[src/rtl/dual_load_pkg.sv]
package dual_load_pkg;
  localparam int unsigned N_CH = 2;
  typedef enum logic [0:0] {CH_A = 1'b0, CH_B = 1'b1} ch_e;
endpackage

[src/rtl/dly_line.sv]
module dly_line #(
  parameter int unsigned WIDTH   = 1,
  parameter int unsigned STAGES  = 2,
  parameter logic [WIDTH-1:0] RST_VAL = '0
) (
  input  logic             clk_i,
  input  logic             rst_ni,
  input  logic [WIDTH-1:0] d_i,
  output logic [WIDTH-1:0] q_o
);
  logic [WIDTH-1:0] stg_q [STAGES];

  for (genvar i = 0; i < STAGES; i++) begin : g_stage
    if (i == 0) begin : g_first
      always_ff @(posedge clk_i or negedge rst_ni) begin
        if (!rst_ni) stg_q[0] <= RST_VAL;
        else         stg_q[0] <= d_i;
      end
    end else begin : g_next
      always_ff @(posedge clk_i or negedge rst_ni) begin
        if (!rst_ni) stg_q[i] <= RST_VAL;
        else         stg_q[i] <= stg_q[i-1];
      end
    end
  end

  assign q_o = stg_q[STAGES-1];
endmodule

[src/rtl/edge_qual.sv]
module edge_qual #(
  parameter int unsigned N_CH = 2
) (
  input  logic            clk_i,
  input  logic            rst_ni,
  input  logic [N_CH-1:0] cs_n_i,
  input  logic            wr_n_i,
  output logic [N_CH-1:0] cap_o
);
  logic [N_CH-1:0] sel_n;
  logic [N_CH-1:0] sel_n_q;

  // channel idle unless both its select and the strobe are low
  assign sel_n = cs_n_i | {N_CH{wr_n_i}};

  always_ff @(posedge clk_i or negedge rst_ni) begin
    if (!rst_ni) sel_n_q <= '1;
    else         sel_n_q <= sel_n;
  end

  // last releasing strobe fires the capture
  assign cap_o = sel_n & ~sel_n_q;


  wr_hold_chk: assert property (@(posedge clk_i) disable iff (!rst_ni)
    (wr_n_i && $past(wr_n_i)) |-> (cap_o == '0));

  for (genvar c = 0; c < N_CH; c++) begin : g_chk

    cs_idle_chk: assert property (@(posedge clk_i) disable iff (!rst_ni)
      (cs_n_i[c] && $past(cs_n_i[c])) |-> !cap_o[c]);
  end
endmodule

[src/rtl/hold_reg.sv]
module hold_reg #(
  parameter int unsigned WIDTH = 12
) (
  input  logic             clk_i,
  input  logic             rst_ni,
  input  logic             cap_i,
  input  logic [WIDTH-1:0] d_i,
  output logic [WIDTH-1:0] q_o,
  output logic             upd_o
);
  always_ff @(posedge clk_i or negedge rst_ni) begin
    if (!rst_ni) begin
      q_o   <= '0;
      upd_o <= 1'b0;
    end else begin
      upd_o <= cap_i;
      if (cap_i) q_o <= d_i;
    end
  end


  hold_stable_chk: assert property (@(posedge clk_i) disable iff (!rst_ni)
    !cap_i |=> $stable(q_o));


  load_word_chk: assert property (@(posedge clk_i) disable iff (!rst_ni)
    cap_i |=> (q_o == $past(d_i)));


  upd_single_chk: assert property (@(posedge clk_i) disable iff (!rst_ni)
    upd_o |=> !upd_o);
endmodule

[src/rtl/dual_load_reg.sv]
module dual_load_reg #(
  parameter int unsigned DATA_W      = 12,
  parameter int unsigned SYNC_STAGES = 2
) (
  input  logic              clk_i,
  input  logic              rst_ni,
  input  logic              cs_a_ni,
  input  logic              cs_b_ni,
  input  logic              wr_ni,
  input  logic [DATA_W-1:0] data_i,
  output logic [DATA_W-1:0] q_a_o,
  output logic [DATA_W-1:0] q_b_o,
  output logic              upd_a_o,
  output logic              upd_b_o
);
  import dual_load_pkg::*;

  localparam int unsigned STB_W = N_CH + 1;

  logic [STB_W-1:0]  stb_raw, stb_s;
  logic [DATA_W-1:0] data_s;
  logic [N_CH-1:0]   cap;
  logic [DATA_W-1:0] q   [N_CH];
  logic [N_CH-1:0]   upd;

  assign stb_raw = {wr_ni, cs_b_ni, cs_a_ni};

  // strobes idle high out of reset so release makes no edge
  dly_line #(.WIDTH(STB_W), .STAGES(SYNC_STAGES), .RST_VAL({STB_W{1'b1}})) u_stb_sync (
    .clk_i (clk_i), .rst_ni(rst_ni), .d_i(stb_raw), .q_o(stb_s)
  );

  // bus delayed to match the strobe synchroniser
  dly_line #(.WIDTH(DATA_W), .STAGES(SYNC_STAGES), .RST_VAL('0)) u_data_dly (
    .clk_i (clk_i), .rst_ni(rst_ni), .d_i(data_i), .q_o(data_s)
  );

  edge_qual #(.N_CH(N_CH)) u_edge (
    .clk_i (clk_i), .rst_ni(rst_ni),
    .cs_n_i(stb_s[N_CH-1:0]), .wr_n_i(stb_s[N_CH]),
    .cap_o (cap)
  );

  for (genvar c = 0; c < N_CH; c++) begin : g_ch
    hold_reg #(.WIDTH(DATA_W)) u_hold (
      .clk_i(clk_i), .rst_ni(rst_ni), .cap_i(cap[c]), .d_i(data_s),
      .q_o  (q[c]),  .upd_o (upd[c])
    );
  end

  assign q_a_o   = q[CH_A];
  assign q_b_o   = q[CH_B];
  assign upd_a_o = upd[CH_A];
  assign upd_b_o = upd[CH_B];


  rst_quiet_chk: assert property (@(posedge clk_i)
    !rst_ni |=> (q_a_o == '0 && q_b_o == '0 && !upd_a_o && !upd_b_o));
endmodule

[config.mk]
export PLATFORM = sky130hd
export DESIGN_NAME = dual_load_reg
export DESIGN_NICKNAME = d
export VERILOG_FILES = /design/src/rtl/dual_load_pkg.sv /design/src/rtl/dly_line.sv /design/src/rtl/edge_qual.sv /design/src/rtl/hold_reg.sv /design/src/rtl/dual_load_reg.sv
export SDC_FILE = /design/constraint.sdc
export NUM_CORES = 1
export LEC_CHECK = 0
export ABC_AREA = 1
export ABC_CLOCK_PERIOD_IN_PS = 1100
export BUFFER_PORTS_ARGS = -buffer_cell sky130_fd_sc_hd__buf_2
export CORE_UTILIZATION = 47
export CTS_CLUSTER_SIZE = 24
export DETAILED_ROUTE_END_ITERATION = 7
export PLACE_DENSITY = 0.71
export SETUP_SLACK_MARGIN = 0.2
export SLEW_MARGIN = 20
export SYNTH_ARGS = -nofsm -noshare
export SYNTH_HDL_FRONTEND = slang
export SYNTH_SLANG_ARGS = --single-unit
export TNS_END_PERCENT = 50
[constraint.sdc]
create_clock -name clk_i -period 1.1 [get_ports clk_i]
set_input_delay 0.11 -clock clk_i [delete_from_list [all_inputs] [get_ports clk_i]]
set_output_delay 0.11 -clock clk_i [all_outputs]
set_load 0.005 [all_outputs]
==> metrics, run 1 <==
status finished clean; initial antenna violation count 0; Async SR Flop Fraction 100%; IO Count 43; Slew Limit Fails 0; post-synthesis sequential area ratio between 70% and 80%; critical path type register to register; Worst-Skew Late Latency between 0.3 and 0.4 ns; syn nets approximately 160; IO buf count 42; total setup buffers inserted after CTS 0; clock sinks between 50 and 60; Syn Area/Cell 12.8 um^2; vias in the first global route 1316; RSZ-0062 raised after global routing true; Main synth FF type dfrtp_1; GR peak layer met2; via count 1266; chip width 65.3 um; Relative slew margins between 80% and 90%; Period minus WS final 1.04 ns; clock root cell clkbuf_8; crit-path max FO 7; TritonRoute pass-1 iters 4; Net Switching 1070 uW; initial cell density of the core between 50 and 60%; power per cell area 1880 mW/mm^2; DR WL/cell 11.9 um; Rows 22; Max Freq ~970 MHz; DRC Markers 0; Final Hold Viols 0; Sw Ratio 22.1%; total power 4830 uW; leakage 0.00136 uW; Antenna Diode Count 0; met1 usage 22.3%; hold crit path type input pin to async pin; synth unique cells 12; Max-cap violations 0; Core Region about 0.0037 mm^2; Final HPWL DP 2.09 mm; H-tree depth 3; Synth top area share 66.5%; post-DR vias/cell 4.67; ranking of synthesized cells by area dfrtp_1 66%, dfstp_2 11%, nand2_1 9.6%; power share of the combinational group between 10% and 20%; Tightest Pin Transition 0.289 ns; critical path arrival 1.29 ns; Post-synth EDFFs 0; fin crit share 94.1%; Req. time, crit path 1.35 ns; total wire length 3.22 mm; CTS Buf Count 9; count leader, synth dfrtp_1; Clock power frac approximately two fifths; Area Growth Syn to Fin 36.6%; layout cells sized above 1 35.9%; top cells by count, synth 50 x dfrtp_1, 48 x nand2_1, 22 x nand3_1, 8 x dfstp_2, 6 x inv_1; GRT Total Usage 18.5%; final setup TNS 0 ns; maximum vdd drop 0.998 mV; Synth area leader dfrtp_1; deepest clock path buffer count 2; YS warnings 0; die area 0.00426 mm^2; CTS tree yes; Inst Count DP approximately 240; cells after synthesis 147; Critical Path Source Type register; register share of total power 50.7%; Seq cells post-synth 58; DRT iter0 DRCs 46; total grt overflow 0; Net count, final about 240; CP endpoint kind register; die span in y 65.3 um; fin cells 271; GP Congestion 0.917; Worst-path clk slew around 0.06 ns; Worst Skew 0.00738 ns; M3 GR Usage 5.38%; first-pass GRT wire length 5.62 mm; ANT nets after route 0; internal power between 3000 and 4000 uW; M2 GR Usage 27.6%; final setup fails 0; largest net degree at the start of global routing 59; Min Hold Slack 0.310 ns; mapped cell area between 0.0015 and 0.002 mm^2
## stage by stage
step | area, um^2 | utilization (%) | setup WS [ns]
floorplan | 1890 | - | 0.130
global placement | 2170 | 57.9 | 0.0651
detailed placement | 2170 | 57.9 | 0.0183
CTS | 2570 | 68.6 | 0.0727
global route | 2570 | 68.6 | 0.0152
finish | 2570 | 68.6 | 0.0644
## final timing paths
check,start,end,slack (ns),cells past startpoint
max reg2reg,u_stb_sync.q_o[2],g_ch[1].u_hold.q_o[5],0.06,4
max in group asynchronous,rst_ni,u_stb_sync.q_o[0],0.48,3
min,rst_ni,g_ch[0].u_hold.q_o[3],0.31,3
max,u_stb_sync.q_o[2],g_ch[1].u_hold.q_o[5],0.06,4
min in group clk_i,u_data_dly.stg_q[22],u_data_dly.q_o[10],0.35,0
min reg2reg,u_data_dly.stg_q[22],u_data_dly.q_o[10],0.35,0
## cells by family after synthesis
| group | after synthesis | share of synthesized area (%) |
|---|---|---|
| AND/OR/NAND/NOR | 74 | 17.2 |
| AO/OA/AOI/OAI | 2 | 0.931 |
| flip-flops | 58 | 77.7 |
| buffers and inverters | 13 | 4.25 |
## final cells by class
| class | count | area [um^2] |
|---|---|---|
| clock inverters | 2 | 35.0 |
| multi-input cells | 78 | 373 |
| well taps | 48 | 60.1 |
| repair buffers | 64 | 452 |
| flip-flops and latches | 58 | 1460 |
| fillers | 283 | 1170 |
| clock buffers | 14 | 163 |
| inverters | 7 | 26.3 |
## sequential cells by signal, summed over array words and instances, names as in the netlist
| register | flops |
|---|---|
| g_ch.u_hold.q_o | 24 |
| u_data_dly.q_o | 12 |
| u_data_dly.stg_q | 12 |
| u_stb_sync.q_o | 3 |
| u_stb_sync.stg_q | 3 |
| g_ch.u_hold.upd_o | 2 |
| u_edge.sel_n_q | 2 |
## metal layers
layer / share of wire, % / vias up
met4: 3.1 / 0
met2: 50 / 46
met1: 41 / 605
li1: - / 604
met3: 5.5 / 11
met5: 0 / -
## power by group through the flow
| stage | combinational [uW] | clock, uW | sequential [uW] |
|---|---|---|---|
| finish | 489 | 1890 | 2450 |
| global route | 556 | 2050 | 2470 |
| CTS | 499 | 1950 | 2450 |
| detailed placement | 434 | 0 | 2480 |
| global placement | 424 | 0 | 2470 |
| floorplan | 170 | 0 | 2480 |
## critical path: stages (launching register included)
cell	delay (ns)
dfstp_2	0.57
inv_2	0.10
nand2_4	0.11
nand3_1	0.10
nand2_1	0.08
## repair_timing
action	CTS	global route
gates resized for setup	8	0
hold endpoints to repair	65	0
hold buffers	16	0
endpoints found under the setup margin	53	53
pin swaps	0	1
cloned	2	0
## placed cells by master, fill, tap and decap left out, types with 2 or more instances in the layout
cell type / Yosys / final
buf_12: 0 / 2
buf_2: 1 / 42
buf_6: 3 / 3
clkbuf_1: 0 / 3
clkbuf_8: 0 / 11
dfrtp_1: 50 / 50
dfstp_2: 8 / 8
dlygate4sd3_1: 0 / 16
inv_1: 6 / 6
nand2_1: 48 / 46
nand2_2: 2 / 3
nand2_4: 0 / 3
nand3_1: 22 / 22
nand3_2: 2 / 2
o21ai_2: 2 / 2
Power figures use the tool's default switching activity.
==> run 2, diff against run 1 <==
--- a/config.mk
+++ b/config.mk
@@ -8,10 +8,11 @@
 export ABC_AREA = 1
 export ABC_CLOCK_PERIOD_IN_PS = 1100
 export BUFFER_PORTS_ARGS = -buffer_cell sky130_fd_sc_hd__buf_2
-export CORE_UTILIZATION = 47
+export CORE_UTILIZATION = 36
+export CTS_BUF_LIST = sky130_fd_sc_hd__clkbuf_4 sky130_fd_sc_hd__clkbuf_8
 export CTS_CLUSTER_SIZE = 24
 export DETAILED_ROUTE_END_ITERATION = 7
-export PLACE_DENSITY = 0.71
+export PLACE_DENSITY = 0.56
 export SETUP_SLACK_MARGIN = 0.2
 export SLEW_MARGIN = 20
 export SYNTH_ARGS = -nofsm -noshare
==> metrics, run 2 (synthesis results as in run 1) <==
deepest clock path buffer count 2 (unchanged); Slew Limit Fails 0 (unchanged); power share of the combinational group 10.3% (was 10.1%); Worst Skew 0.00847 ns (was 0.00738 ns); register share of total power 51.8% (was 50.7%); crit-path max FO 13 (was 7); largest net degree at the start of global routing 59 (unchanged); DRT iter0 DRCs 80 (was 46); Rows 25 (was 22); Critical Path Max Stage Delay 0.56 ns (was 0.57 ns); vias in the first global route 1229 (was 1316); Req. time, crit path 1.36 ns (was 1.35 ns); critical path type register to register (unchanged); critical path arrival 1.25 ns (was 1.29 ns); filler cell count 438 (was 283); Max Freq 1010 MHz (was 966 MHz); most frequent cells in the layout 50 x dfrtp_1, 48 x nand2_1, 42 x buf_2, 22 x nand3_1, 16 x dlygate4sd3_1 (was 50 x dfrtp_1, 46 x nand2_1, 42 x buf_2, 22 x nand3_1, 16 x dlygate4sd3_1); Inst Count DP 256 (was 237); max FFs per register 24 (unchanged); power per cell area 1830 mW/mm^2 (was 1880 mW/mm^2); fin cells 290 (was 271); Sw Ratio 22.4% (was 22.1%); Net Switching 1060 uW (was 1070 uW); Min Hold Slack 0.301 ns (was 0.310 ns); multi-input logic area 350 um^2 (was 373 um^2); initial antenna violation count 0 (unchanged); fin crit share 90.1% (was 94.1%); status finished clean (unchanged); H-tree depth 3 (unchanged); GRT Total Usage 14.4% (was 18.5%); Buf+Inv Stages, Crit Path 1 (unchanged); Clock power frac 37.9% (was 39.2%); initial cell density of the core 38.6% (was 50.3%); DR WL/cell 11.3 um (was 11.9 um); post-DR vias/cell 4.24 (was 4.67); Antenna Diode Count 0 (unchanged); Critical Path Source Type register (unchanged); clock sinks 58 (unchanged); Worst-path clk slew 0.06 ns (about the same); CTS Buf Count 9 (unchanged); Reg with most FFs g_ch.u_hold.q_o (unchanged); critical path, cell by cell inv_2 > nand2_4 > nand3_1 > nand2_1 (unchanged); GP Congestion 0.798 (was 0.917); Relative slew margins 80.5% (was 80.7%); most common cell after layout, fill and taps aside dfrtp_1 (unchanged); maximum vdd drop 0.830 mV (was 0.998 mV); Area Growth Syn to Fin 37.0% (was 36.6%); IO buf count 42 (unchanged); TritonRoute pass-1 iters 5 (was 4); die span in y 74.3 um (was 65.3 um); CP endpoint kind register (unchanged); hold crit path type input pin to async pin (unchanged); DRC Markers 0 (unchanged); Core Region 0.00488 mm^2 (was 0.00374 mm^2); IO Count 43 (unchanged); internal power 3660 uW (was 3760 uW); Period minus WS final 0.991 ns (was 1.04 ns); die area 0.00552 mm^2 (was 0.00426 mm^2); total grt overflow 0 (unchanged); final setup TNS 0 ns (unchanged); Tightest Pin Transition 0.293 ns (was 0.289 ns); Final Hold Viols 0 (unchanged); Final HPWL DP 2.23 mm (was 2.09 mm); via count 1230 (was 1266); total power 4720 uW (was 4830 uW); Net count, final 235 (unchanged); ANT nets after route 0 (unchanged); CTS tree yes (unchanged); RSZ-0062 raised after global routing true (unchanged); clock root cell clkbuf_8 (unchanged); layout cells sized above 1 36.3% (was 35.9%); Crit path max-delay family flip-flops (unchanged); total wire length 3.29 mm (was 3.22 mm); biggest regs g_ch.u_hold.q_o (24), u_data_dly.q_o (12), u_data_dly.stg_q (12) (unchanged); CP max-delay cell dfstp_2 (unchanged); Worst-Skew Late Latency 0.32 ns (about the same); first-pass GRT wire length 5.60 mm (was 5.62 mm); Max-cap violations 0 (unchanged); Final Util 52.8% (was 68.6%); chip width 74.3 um (was 65.3 um); final setup fails 0 (unchanged); Sequential Area 0.00146 mm^2 (unchanged); leakage 0.00136 uW (about the same)
run 2: repair_timing:
| item | in CTS | in global routing |
|---|---|---|
| pin swaps | 1 | 0 |
| hold buffers | 16 | 0 |
| hold endpoints to repair | 65 | 0 |
| setup endpoints to repair | 53 | 52 |
| buffers inserted | 0 | 2 |
| gates resized for setup | 5 | 0 |
run 2: routing by layer:
metal	wire length, um	part of all wire [%]	vias to the layer above	global-route usage (%)
met1	1430	44	581	17.4
met3	158	4.8	9	3.66
met5	0	0	-	0
li1	-	-	601	-
met2	1600	49	39	22.3
met4	97	3.0	0	10.7
run 2: final timing paths:
check / start / to / slack (ns) / cells after the start
hold reg to reg: u_data_dly.stg_q[23] / u_data_dly.q_o[11] / 0.35 / 0
max in group asynchronous: rst_ni / u_stb_sync.stg_q[3] / 0.49 / 3
setup / recovery: u_stb_sync.q_o[2] / g_ch[0].u_hold.q_o[2] / 0.11 / 4
hold / removal: rst_ni / g_ch[1].u_hold.q_o[5] / 0.30 / 3
min in group clk_i: u_data_dly.stg_q[23] / u_data_dly.q_o[11] / 0.35 / 0
setup reg to reg: u_stb_sync.q_o[2] / g_ch[0].u_hold.q_o[2] / 0.11 / 4
run 2: through the flow:
stage | worst slack [ns] | cell area (um^2)
after global placement | 0.0650 | 2190
after floorplan | 0.130 | 1890
after CTS | 0.104 | 2560
after detailed placement | 0.0362 | 2190
after global routing | 0.0100 | 2580
final | 0.109 | 2580
run 2: cell type report:
type                    count  share of cell area [%]
inverters                   7                    1.02
repair buffers             66                    18.1
clock buffers              16                    7.33
flip-flops and latches     58                    56.7
well taps                  67                    3.25
multi-input cells          76                    13.6
run 2: worst reg2reg max path, delay by kind of cell (launching register included):
family,cells,cell delay [ns]
buffers and inverters,1,0.07
DFF,1,0.56
and+or+nand+nor,3,0.31
run 2: power groups by stage:
| stage | Combinational (uW) | Sequential (uW) | Clock [uW] |
|---|---|---|---|
| floorplan | 170 | 2480 | 0 |
| global placement | 428 | 2480 | 0 |
| detailed placement | 435 | 2490 | 0 |
| CTS | 488 | 2450 | 1860 |
| global route | 559 | 2470 | 1960 |
| finish | 487 | 2450 | 1790 |
